## src/rtl/spi_slave_pkg.sv

```systemverilog
package spi_slave_pkg;
  typedef struct packed {
    logic cpol;
    logic cpha;
    logic lsb_first;
    logic half;
  } spi_fmt_t;
endpackage

```

## src/rtl/spi_sync.sv

```systemverilog
module spi_sync #(
  parameter int unsigned N = 1,
  parameter logic [N-1:0] RST = '0
) (
  input  logic         clk_i,
  input  logic         rst_ni,
  input  logic [N-1:0] d_i,
  output logic [N-1:0] q_o
);
  logic [N-1:0] s0, s1;
  always_ff @(posedge clk_i or negedge rst_ni) begin
    if (!rst_ni) begin
      s0 <= RST;
      s1 <= RST;
    end else begin
      s0 <= d_i;
      s1 <= s0;
    end
  end
  assign q_o = s1;
endmodule

```

## src/rtl/spi_word_fifo.sv

```systemverilog
module spi_word_fifo #(
  parameter int unsigned DW    = 16,
  parameter int unsigned DEPTH = 8,
  localparam int unsigned AW   = (DEPTH > 1) ? $clog2(DEPTH) : 1,
  localparam int unsigned CNTW = $clog2(DEPTH + 1)
) (
  input  logic            clk_i,
  input  logic            rst_ni,
  input  logic            push_i,
  input  logic [DW-1:0]   wdata_i,
  input  logic            pop_i,
  output logic [DW-1:0]   rdata_o,
  output logic [CNTW-1:0] count_o
);
  logic [DW-1:0]   mem [DEPTH];
  logic [AW-1:0]   wr_ptr, rd_ptr;
  logic [CNTW-1:0] cnt;

  function automatic logic [AW-1:0] nxt(input logic [AW-1:0] p);
    return (p == AW'(DEPTH - 1)) ? '0 : p + 1'b1;
  endfunction

  always_ff @(posedge clk_i or negedge rst_ni) begin
    if (!rst_ni) begin
      wr_ptr <= '0;
      rd_ptr <= '0;
      cnt    <= '0;
    end else begin
      if (push_i) wr_ptr <= nxt(wr_ptr);
      if (pop_i)  rd_ptr <= nxt(rd_ptr);
      if (push_i && !pop_i)      cnt <= cnt + 1'b1;
      else if (pop_i && !push_i) cnt <= cnt - 1'b1;
    end
  end

  always_ff @(posedge clk_i) begin
    if (push_i) mem[wr_ptr] <= wdata_i;
  end

  assign rdata_o = mem[rd_ptr];
  assign count_o = cnt;
endmodule

```

## src/rtl/spi_shift_engine.sv

```systemverilog
module spi_shift_engine
  import spi_slave_pkg::*;
#(
  parameter int unsigned DW = 16,
  localparam int unsigned HW = DW / 2,
  localparam int unsigned CW = $clog2(DW)
) (
  input  logic          clk_i,
  input  logic          rst_ni,
  input  spi_fmt_t      fmt_i,
  input  logic          active_i,
  input  logic          sck_i,
  input  logic          mosi_i,
  input  logic          tx_avail_i,
  input  logic [DW-1:0] tx_word_i,
  output logic          tx_pop_o,
  output logic          miso_o,
  output logic          done_o,
  output logic [DW-1:0] rx_word_o,
  output logic [CW-1:0] bit_cnt_o
);
  logic          sck_eff, sck_q, lead, trail, sample_edge, drive_edge;
  logic          loaded, load, shift_out, last;
  logic [CW-1:0] bit_cnt, wlast;
  logic [DW-1:0] txs, rxs, rx_next, mask;

  assign sck_eff     = sck_i ^ fmt_i.cpol;
  assign lead        = active_i && sck_eff && !sck_q;
  assign trail       = active_i && !sck_eff && sck_q;
  assign sample_edge = fmt_i.cpha ? trail : lead;
  assign drive_edge  = fmt_i.cpha ? lead : trail;
  assign wlast       = fmt_i.half ? CW'(DW - 1) : CW'(HW - 1);
  assign last        = (bit_cnt == wlast);
  assign mask        = fmt_i.half ? '1 : DW'({HW{1'b1}});

  // phase 0 loads at word start; phase 1 loads on first leading edge
  assign load      = active_i && (fmt_i.cpha ? (drive_edge && bit_cnt == '0) : !loaded);
  assign shift_out = drive_edge && (bit_cnt != '0);
  assign tx_pop_o  = load && tx_avail_i;

  always_comb begin
    if (fmt_i.lsb_first) begin
      rx_next = rxs >> 1;
      if (fmt_i.half) rx_next[DW-1] = mosi_i;
      else            rx_next[HW-1] = mosi_i;
    end else begin
      rx_next = {rxs[DW-2:0], mosi_i};
    end
  end

  always_ff @(posedge clk_i or negedge rst_ni) begin
    if (!rst_ni) begin
      sck_q   <= 1'b0;
      bit_cnt <= '0;
      loaded  <= 1'b0;
      txs     <= '0;
      rxs     <= '0;
    end else begin
      sck_q <= sck_eff;
      if (!active_i) begin
        bit_cnt <= '0;
        loaded  <= 1'b0;
        txs     <= '0;
      end else begin
        if (load) begin
          txs    <= tx_avail_i ? tx_word_i : '0;
          loaded <= 1'b1;
        end else if (shift_out) begin
          txs <= fmt_i.lsb_first ? (txs >> 1) : (txs << 1);
        end
        if (sample_edge) begin
          rxs <= rx_next;
          if (last) begin
            bit_cnt <= '0;
            loaded  <= 1'b0;
          end else begin
            bit_cnt <= bit_cnt + 1'b1;
          end
        end
      end
    end
  end

  assign miso_o    = active_i && (fmt_i.lsb_first ? txs[0]
                                  : (fmt_i.half ? txs[DW-1] : txs[HW-1]));
  assign done_o    = sample_edge && last;
  assign rx_word_o = rx_next & mask;
  assign bit_cnt_o = bit_cnt;
endmodule

```

## src/rtl/spi_slave_fifo.sv

```systemverilog
module spi_slave_fifo
  import spi_slave_pkg::*;
#(
  parameter int unsigned DW    = 16,
  parameter int unsigned DEPTH = 8,
  localparam int unsigned CNTW = $clog2(DEPTH + 1),
  localparam int unsigned CW   = $clog2(DW)
) (
  input  logic          clk_i,
  input  logic          rst_ni,
  input  logic          cpol_i,
  input  logic          cpha_i,
  input  logic          lsb_first_i,
  input  logic          half_i,
  input  logic          fifo_en_i,
  input  logic          sck_i,
  input  logic          ss_ni,
  input  logic          mosi_i,
  output logic          miso_o,
  input  logic          wr_en_i,
  input  logic [DW-1:0] wr_data_i,
  input  logic          rd_en_i,
  output logic [DW-1:0] rd_data_o,
  output logic          rx_full_o,
  output logic          rx_ovf_o,
  output logic          tx_full_o
);
  logic            ss_s, sck_s, mosi_s, ss_act;
  logic [CNTW-1:0] cap, rx_cnt, tx_cnt;
  logic            word_done, tx_pop, rx_push, rx_pop, tx_push, rx_room;
  logic [DW-1:0]   rx_word, tx_head;
  logic [CW-1:0]   bit_cnt;
  spi_fmt_t        fmt;

  spi_sync #(.N(3), .RST(3'b100)) u_sync (
    .clk_i, .rst_ni,
    .d_i({ss_ni, sck_i, mosi_i}),
    .q_o({ss_s, sck_s, mosi_s})
  );

  assign ss_act = !ss_s;
  assign fmt    = '{cpol: cpol_i, cpha: cpha_i, lsb_first: lsb_first_i, half: half_i};
  assign cap    = fifo_en_i ? CNTW'(DEPTH) : CNTW'(1);

  spi_shift_engine #(.DW(DW)) u_eng (
    .clk_i, .rst_ni,
    .fmt_i(fmt),
    .active_i(ss_act),
    .sck_i(sck_s),
    .mosi_i(mosi_s),
    .tx_avail_i(tx_cnt != '0),
    .tx_word_i(tx_head),
    .tx_pop_o(tx_pop),
    .miso_o(miso_o),
    .done_o(word_done),
    .rx_word_o(rx_word),
    .bit_cnt_o(bit_cnt)
  );

  // single-buffer mode: new word displaces the held one
  assign rx_room = rx_cnt < cap;
  assign rx_push = word_done && (rx_room || !fifo_en_i);
  assign rx_pop  = (rx_cnt != '0) && (rd_en_i || (word_done && !fifo_en_i));
  assign tx_push = wr_en_i && (tx_cnt < cap);

  spi_word_fifo #(.DW(DW), .DEPTH(DEPTH)) u_rxq (
    .clk_i, .rst_ni,
    .push_i(rx_push), .wdata_i(rx_word),
    .pop_i(rx_pop), .rdata_o(rd_data_o), .count_o(rx_cnt)
  );

  spi_word_fifo #(.DW(DW), .DEPTH(DEPTH)) u_txq (
    .clk_i, .rst_ni,
    .push_i(tx_push), .wdata_i(wr_data_i),
    .pop_i(tx_pop), .rdata_o(tx_head), .count_o(tx_cnt)
  );

  always_ff @(posedge clk_i or negedge rst_ni) begin
    if (!rst_ni)                                 rx_ovf_o <= 1'b0;
    else if (word_done && fifo_en_i && !rx_room) rx_ovf_o <= 1'b1;
    else if (rd_en_i)                            rx_ovf_o <= 1'b0;
  end

  assign rx_full_o = rx_cnt != '0;
  assign tx_full_o = tx_cnt >= cap;
endmodule

```

## config.mk

```make
export PLATFORM = sky130hd
export DESIGN_NAME = spi_slave_fifo
export DESIGN_NICKNAME = d
export VERILOG_FILES = /design/src/rtl/spi_slave_pkg.sv /design/src/rtl/spi_sync.sv /design/src/rtl/spi_word_fifo.sv /design/src/rtl/spi_shift_engine.sv /design/src/rtl/spi_slave_fifo.sv
export SDC_FILE = /design/constraint.sdc
export NUM_CORES = 1
export LEC_CHECK = 0
export BUFFER_PORTS_ARGS = -buffer_cell sky130_fd_sc_hd__buf_2
export CAP_MARGIN = 10
export CORE_MARGIN = 2
export CORE_UTILIZATION = 47
export DETAILED_ROUTE_END_ITERATION = 7
export MAX_ROUTING_LAYER = met4
export PLACE_DENSITY = 0.67
export SYNTH_ARGS = -nofsm -noshare
export SYNTH_HDL_FRONTEND = slang
export SYNTH_SLANG_ARGS = --single-unit
```

## constraint.sdc

```tcl
create_clock -name clk_i -period 4.3 [get_ports clk_i]
set_input_delay 0.645 -clock clk_i [delete_from_list [all_inputs] [get_ports clk_i]]
set_output_delay 0.645 -clock clk_i [all_outputs]
set_load 0.1 [all_outputs]
```

Word-level counts from Yosys, hierarchy flattened
Memory sizes are Yosys's and may differ from the RTL's.
Index checks and enable logic that the tools add are counted.

word-level totals
  register bits = 65
  RAM bits = 256
  input port bits = 28
  word-level logic and storage cells = 115
  memories = 2
  output and inout bits = 20

cells by class
  reductions and logical operators = 42
  muxes and demuxes = 37
  order comparisons = 3
  bitwise logic cells = 3
  $add $sub $neg = 9
  equality and inequality tests = 5

memories
  name       words  bits a word  rd ports  clocked after Yosys merged registers in  write ports  line                 RTL
  u_rxq.mem  8      16           1         0                                        1            spi_word_fifo.sv:15  logic [DW-1:0] mem [DEPTH];
  u_txq.mem  8      16           1         0                                        1            spi_word_fifo.sv:15

operator list
  cell                                              count
  two-way mux 16 bit                                7
  two-way mux 4 bit                                 9
  logical AND 1 bit                                 20
  two-way mux 1 bit                                 17
  bitwise AND 16 bit                                1
  adder 3 x 1 -> 3 bit, second input constant       4
  adder 4 x 1 -> 4 bit, second input constant       3
  == test 3 bit, second input constant              4
  two-way mux 3 bit                                 4
  nonzero test 4 bit                                3
  zero test 1 bit                                   10
  less-than comparator 4 bit                        2
  nonzero test 2 bit                                4
  subtractor 4 x 1 -> 4 bit, second input constant  2
  == test 4 bit                                     1
  >= comparator 4 bit                               1
  zero test 4 bit                                   1
  nonzero test 3 bit                                1
  logical OR 1 bit                                  2
  AND reduction 2 bit                               1
  NOT 1 bit                                         1
  XOR 1 bit                                         1

Logic depth before layout (Yosys ltp)
  depth after elaboration = 12
  mapped depth = 13
  depth with buffers taken out = 12

Modules after synthesis
A second synthesis with hierarchy kept.

second synthesis, totals
  cells, all modules = 764
  area, all modules = 13982.2 µm²

modules (own cells, without submodules)
  module                 area each (µm²)  seq. area each (µm²)  cells an instance  instances
  spi_word_fifo (u_rxq)  5572.8           4093.9                250                1
  spi_word_fifo (u_txq)  5565.3           4093.9                248                1
  spi_shift_engine       2518.7           950.9                 239                1
  spi_slave_fifo         172.7            25.0                  21                 1
  spi_sync               152.6            152.6                 6                  1

Least setup slack after synthesis
Ideal clock, no wire load.

  kind = input -> register
  start point = in fifo_en_i
  end point = mem u_rxq.mem[0][0], enable pin
  library setup time = 0.430 ns
  stages on the path = 5
  path buffers = 0
  arrival time = 3.110 ns
  data required time = 3.870 ns
  path slack = 0.760 ns
  path through = inv_1 -> ha_1 -> o21ai_0 -> nand3_2 -> nor4_1

on the way
  longest elaborated chain between the ends = 6
  elaborated cells between the ends (all ways) = 7
  those cells by class = order compare: 1; mux: 3; reduce/logical: 3

ends and longest elaborated chain
  element                                      line                  RTL
  start, declared                              spi_slave_fifo.sv:15  input logic fifo_en_i,
  two-way mux 4 bit                            spi_slave_fifo.sv:43  assign cap = fifo_en_i ? CNTW'(DEPTH) : CNTW'(1);
  less-than comparator 4 bit                   spi_slave_fifo.sv:61  assign rx_room = rx_cnt < cap;
  logical OR 1 bit (*)                         spi_slave_fifo.sv:62  assign rx_push = word_done && (rx_room || !fifo_en_i);
  logical AND 1 bit (*)                        spi_slave_fifo.sv:62
  two-way mux 1 bit (*)                        spi_word_fifo.sv:37   if (push_i) mem[wr_ptr] <= wdata_i;
  two-way mux 1 bit (not written as such) (*)  spi_word_fifo.sv:37
  end, declared                                spi_word_fifo.sv:15

Every way passes the cells marked *; elsewhere a longest branch is shown, timed or not.

Final worst setup path
  start point = reg u_rxq.rd_ptr[0]
  end point = out rd_data_o[9]

on the way
  longest elaborated chain between the ends = 1

ends and longest elaborated chain
  element                   line                  RTL
  start, declared           spi_word_fifo.sv:16   logic [AW-1:0] wr_ptr, rd_ptr;
  start signal, assigned    spi_word_fifo.sv:30   if (pop_i) rd_ptr <= nxt(rd_ptr);
  memory read (8 x 16 bit)  --
  end, declared             spi_slave_fifo.sv:23  output logic [DW-1:0] rd_data_o,

Every way passes these cells.

==> flow_summary.toml <==
[place]
place_inst = 1130
place_hpwl_um = 15200
place.gp.congestion = 0.770
numPortBuffers = 47
place_ws_ns = 0.944

[timing]
fin_skew_ns = 0.00939
min_period_ns = 3.31
setup_viol = 0
rsz0062_at_grt = "false"
tns_ns = 0
worstMarginPinSlew_ns = 1.09
period_share_pct = 77.0
max_freq_mhz = 302
hold_violations = 0
setup_slack_ns = 0.989
relSlewSlack_pct = 27.3
drv_slew = 0

[logic_synthesis]
ys_seq_area_share_pct = 70.6
synth_top_family_by_area = "multiplexers"
synthDistinctLibCells = 54
yosys.area_share.simple_pct = 4.72
synth-compound-area-share_pct = 2.96
synth_seq_cells = 321
syn_area_per_cell_um2 = 18.4
synth_most_common_cell = "edfxtp_1"
synthAdderAreaFrac_pct = 2.10
synth_xor_area_share_pct = 0.588
synth_top_area_cell = "edfxtp_1"
async_flop_share_pct = 20.2
yosysWarnings = 0
synth-edff-count = 256
synth.net_count = 766
ys_top_cells_by_count = "256 x edfxtp_1, 64 x mux4_2, 63 x dfrtp_1"
yosys-mux-area-fraction_pct = 17.4
yosysTopAreaCellShare_pct = 58.2
yosys-top-cells-area = "edfxtp_1 58%, dfrtp_1 12%, mux4_2 11%"
syn_area_um2 = 13200
syn_inst = 717
ys.flop_type = "edfxtp_1"

[grt]
grt_pass1_vias = 6956
grt_max_degree = 44
grt_overflow = 0
antenna_found_initial = 1
grt_pass1_wl_um = 37900
grt_usage_pct = 17.4

[drt]
wl_met3_um = 902
first_pass_iters = 5
vias = 6587
met2_length_um = 12900
wire_per_inst_um = 20.4
route.detailed.drc = 0
via_per_inst = 5.57
top_layer_used = "met4"
ant_nets = 0
routed_wl_um = 24200
m1WireLength_um = 9880
drt_iter0_drc = 451

[outcome]
outcome = "finished clean"

[die]
die_y_um = 172
fp.dieArea_um2 = 29400
num_rows = 61
initial_core_util_pct = 47.6
core-area_um2 = 27700
die_w_um = 172
num_io_pins = 48

[worst_setup_path]
worst_setup_path_start_kind = "flip-flop"
crit_path_max_fanout = 19
required_ns = 3.65
arrival_ns = 2.67
end_kind = "output pin"
critPathKind = "reg -> out"

[pwr]
power.leakage_nw = 5.25
power_mw = 9.89
irDropWorstVdd_mv = 0.340
p_per_area_nw_per_um2 = 661

[cts]
ctsResizeCount = 0
clk_pin_slew_ns = 0.06
clkSinkCount = 321
cts_tree = "done"
clockBufferDepth = 3
cts_max_level = 1
insertion_delay_ns = 0.54
hold_buffers = 0
cts-root-buf = "clkbuf_16"
cts_setup_buffers = 0
cts_made_buffers = 31

[hold_path]
hold_path_class = "in -> reg"

[layout]
drive_above_1_share_pct = 29.9
fin_cells = 1183
area_growth_syn_to_layout_pct = 13.3
final_nets = 834

[flow_run]
drv_cap = 0
==> worst paths after layout <==
kind | start | end | slack, ns | depth (start not counted)
setup reg to reg | u_eng.bit_cnt_o[1] | u_txq.count_o[3] | 1.32 | 13
hold / removal | ss_ni | u_sync.s0[2] | 0.20 | 1
setup / recovery | u_rxq.rd_ptr[0] | rd_data_o[9] | 0.99 | 4
hold reg to reg | u_sync.s0[1] | u_sync.q_o[1] | 0.35 | 0
max in group asynchronous | rst_ni | u_eng.rxs[13] | 3.17 | 2
min in group asynchronous | rst_ni | u_sync.q_o[1] | 0.25 | 1
==> cell families (layout without fill, tap and decap cells) <==
logic type               after synthesis  count (layout)
other                                  0               1
multiplexers                         145             145
AND/OR/NAND/NOR                      123             123
buffers and inverters                 48             135
adder cells (fa/ha/maj)               21              21
flip-flops                           321             321
AO/OA/AOI/OAI                         51              51
XOR/XNOR                               8               8
==> stage by stage <==
step | utilization [%] | hold slack [ns] | instance area, um2
3_3_place_gp | 50.5 | 0.332 | 14000
2_1_floorplan | - | 0.331 | 13200
5_1_grt | 54.0 | 0.176 | 15000
3_5_place_dp | 50.5 | 0.336 | 14000
6_report | 54.0 | 0.196 | 15000
4_1_cts | 54.0 | 0.173 | 15000
==> sequential cells by signal, indices dropped and copies added (netlist names), 3 cells and up <==
signal and flops:
u_txq.wr_ptr 3, u_rxq.wr_ptr 3, u_rxq.mem 128, u_rxq.count_o 4, u_sync.s0 3, u_sync.q_o 3
u_eng.bit_cnt_o 4, u_rxq.rd_ptr 3, u_txq.rd_ptr 3, u_eng.rxs 16, u_txq.mem 128, u_txq.count_o 4
u_eng.txs 16
==> worst max-delay path: stages, from the launching register on <==
cell     delay (ns)
dfrtp_2        0.75
buf_12         0.27
mux4_2         0.53
mux2_2         0.28
buf_2          0.29
==> cell usage in the layout (no fill, tap or decap), types with 19 or more instances in the layout <==
cell type and instances:
buf_4 22, ha_1 19, nor2_1 38, clkbuf_16 31, dfrtp_1 60, mux2_2 36, edfxtp_1 256, buf_2 47
nand2_1 19, mux4_2 64, mux2i_1 44
==> layout make-up <==
type / instances / area [um2]
Tap cell: 378 / 473
Sequential cell: 321 / 9320
Inverter: 13 / 48.8
Clock buffer: 33 / 783
Antenna cell: 1 / 2.50
Clock inverter: 19 / 188
Fill cell: 2135 / 12700
Timing Repair Buffer: 70 / 420
Multi-Input combinational cell: 348 / 3730
==> where the power goes <==
part	internal [mW]	total [mW]	switching (mW)
Clock	1.54	2.59	1.06
Combinational	1.20	3.07	1.87
Sequential	3.76	4.23	0.462
Total	6.50	9.89	3.39
==> layer usage <==
metal / track usage [%] / vias to the layer above
li1: - / 2990
met1: 20.9 / 3427
met2: 31.1 / 119
met3: 2.46 / 51
met4: 4.38 / 0
met5: - / -
Note: power is estimated with default switching activity, not from simulation.
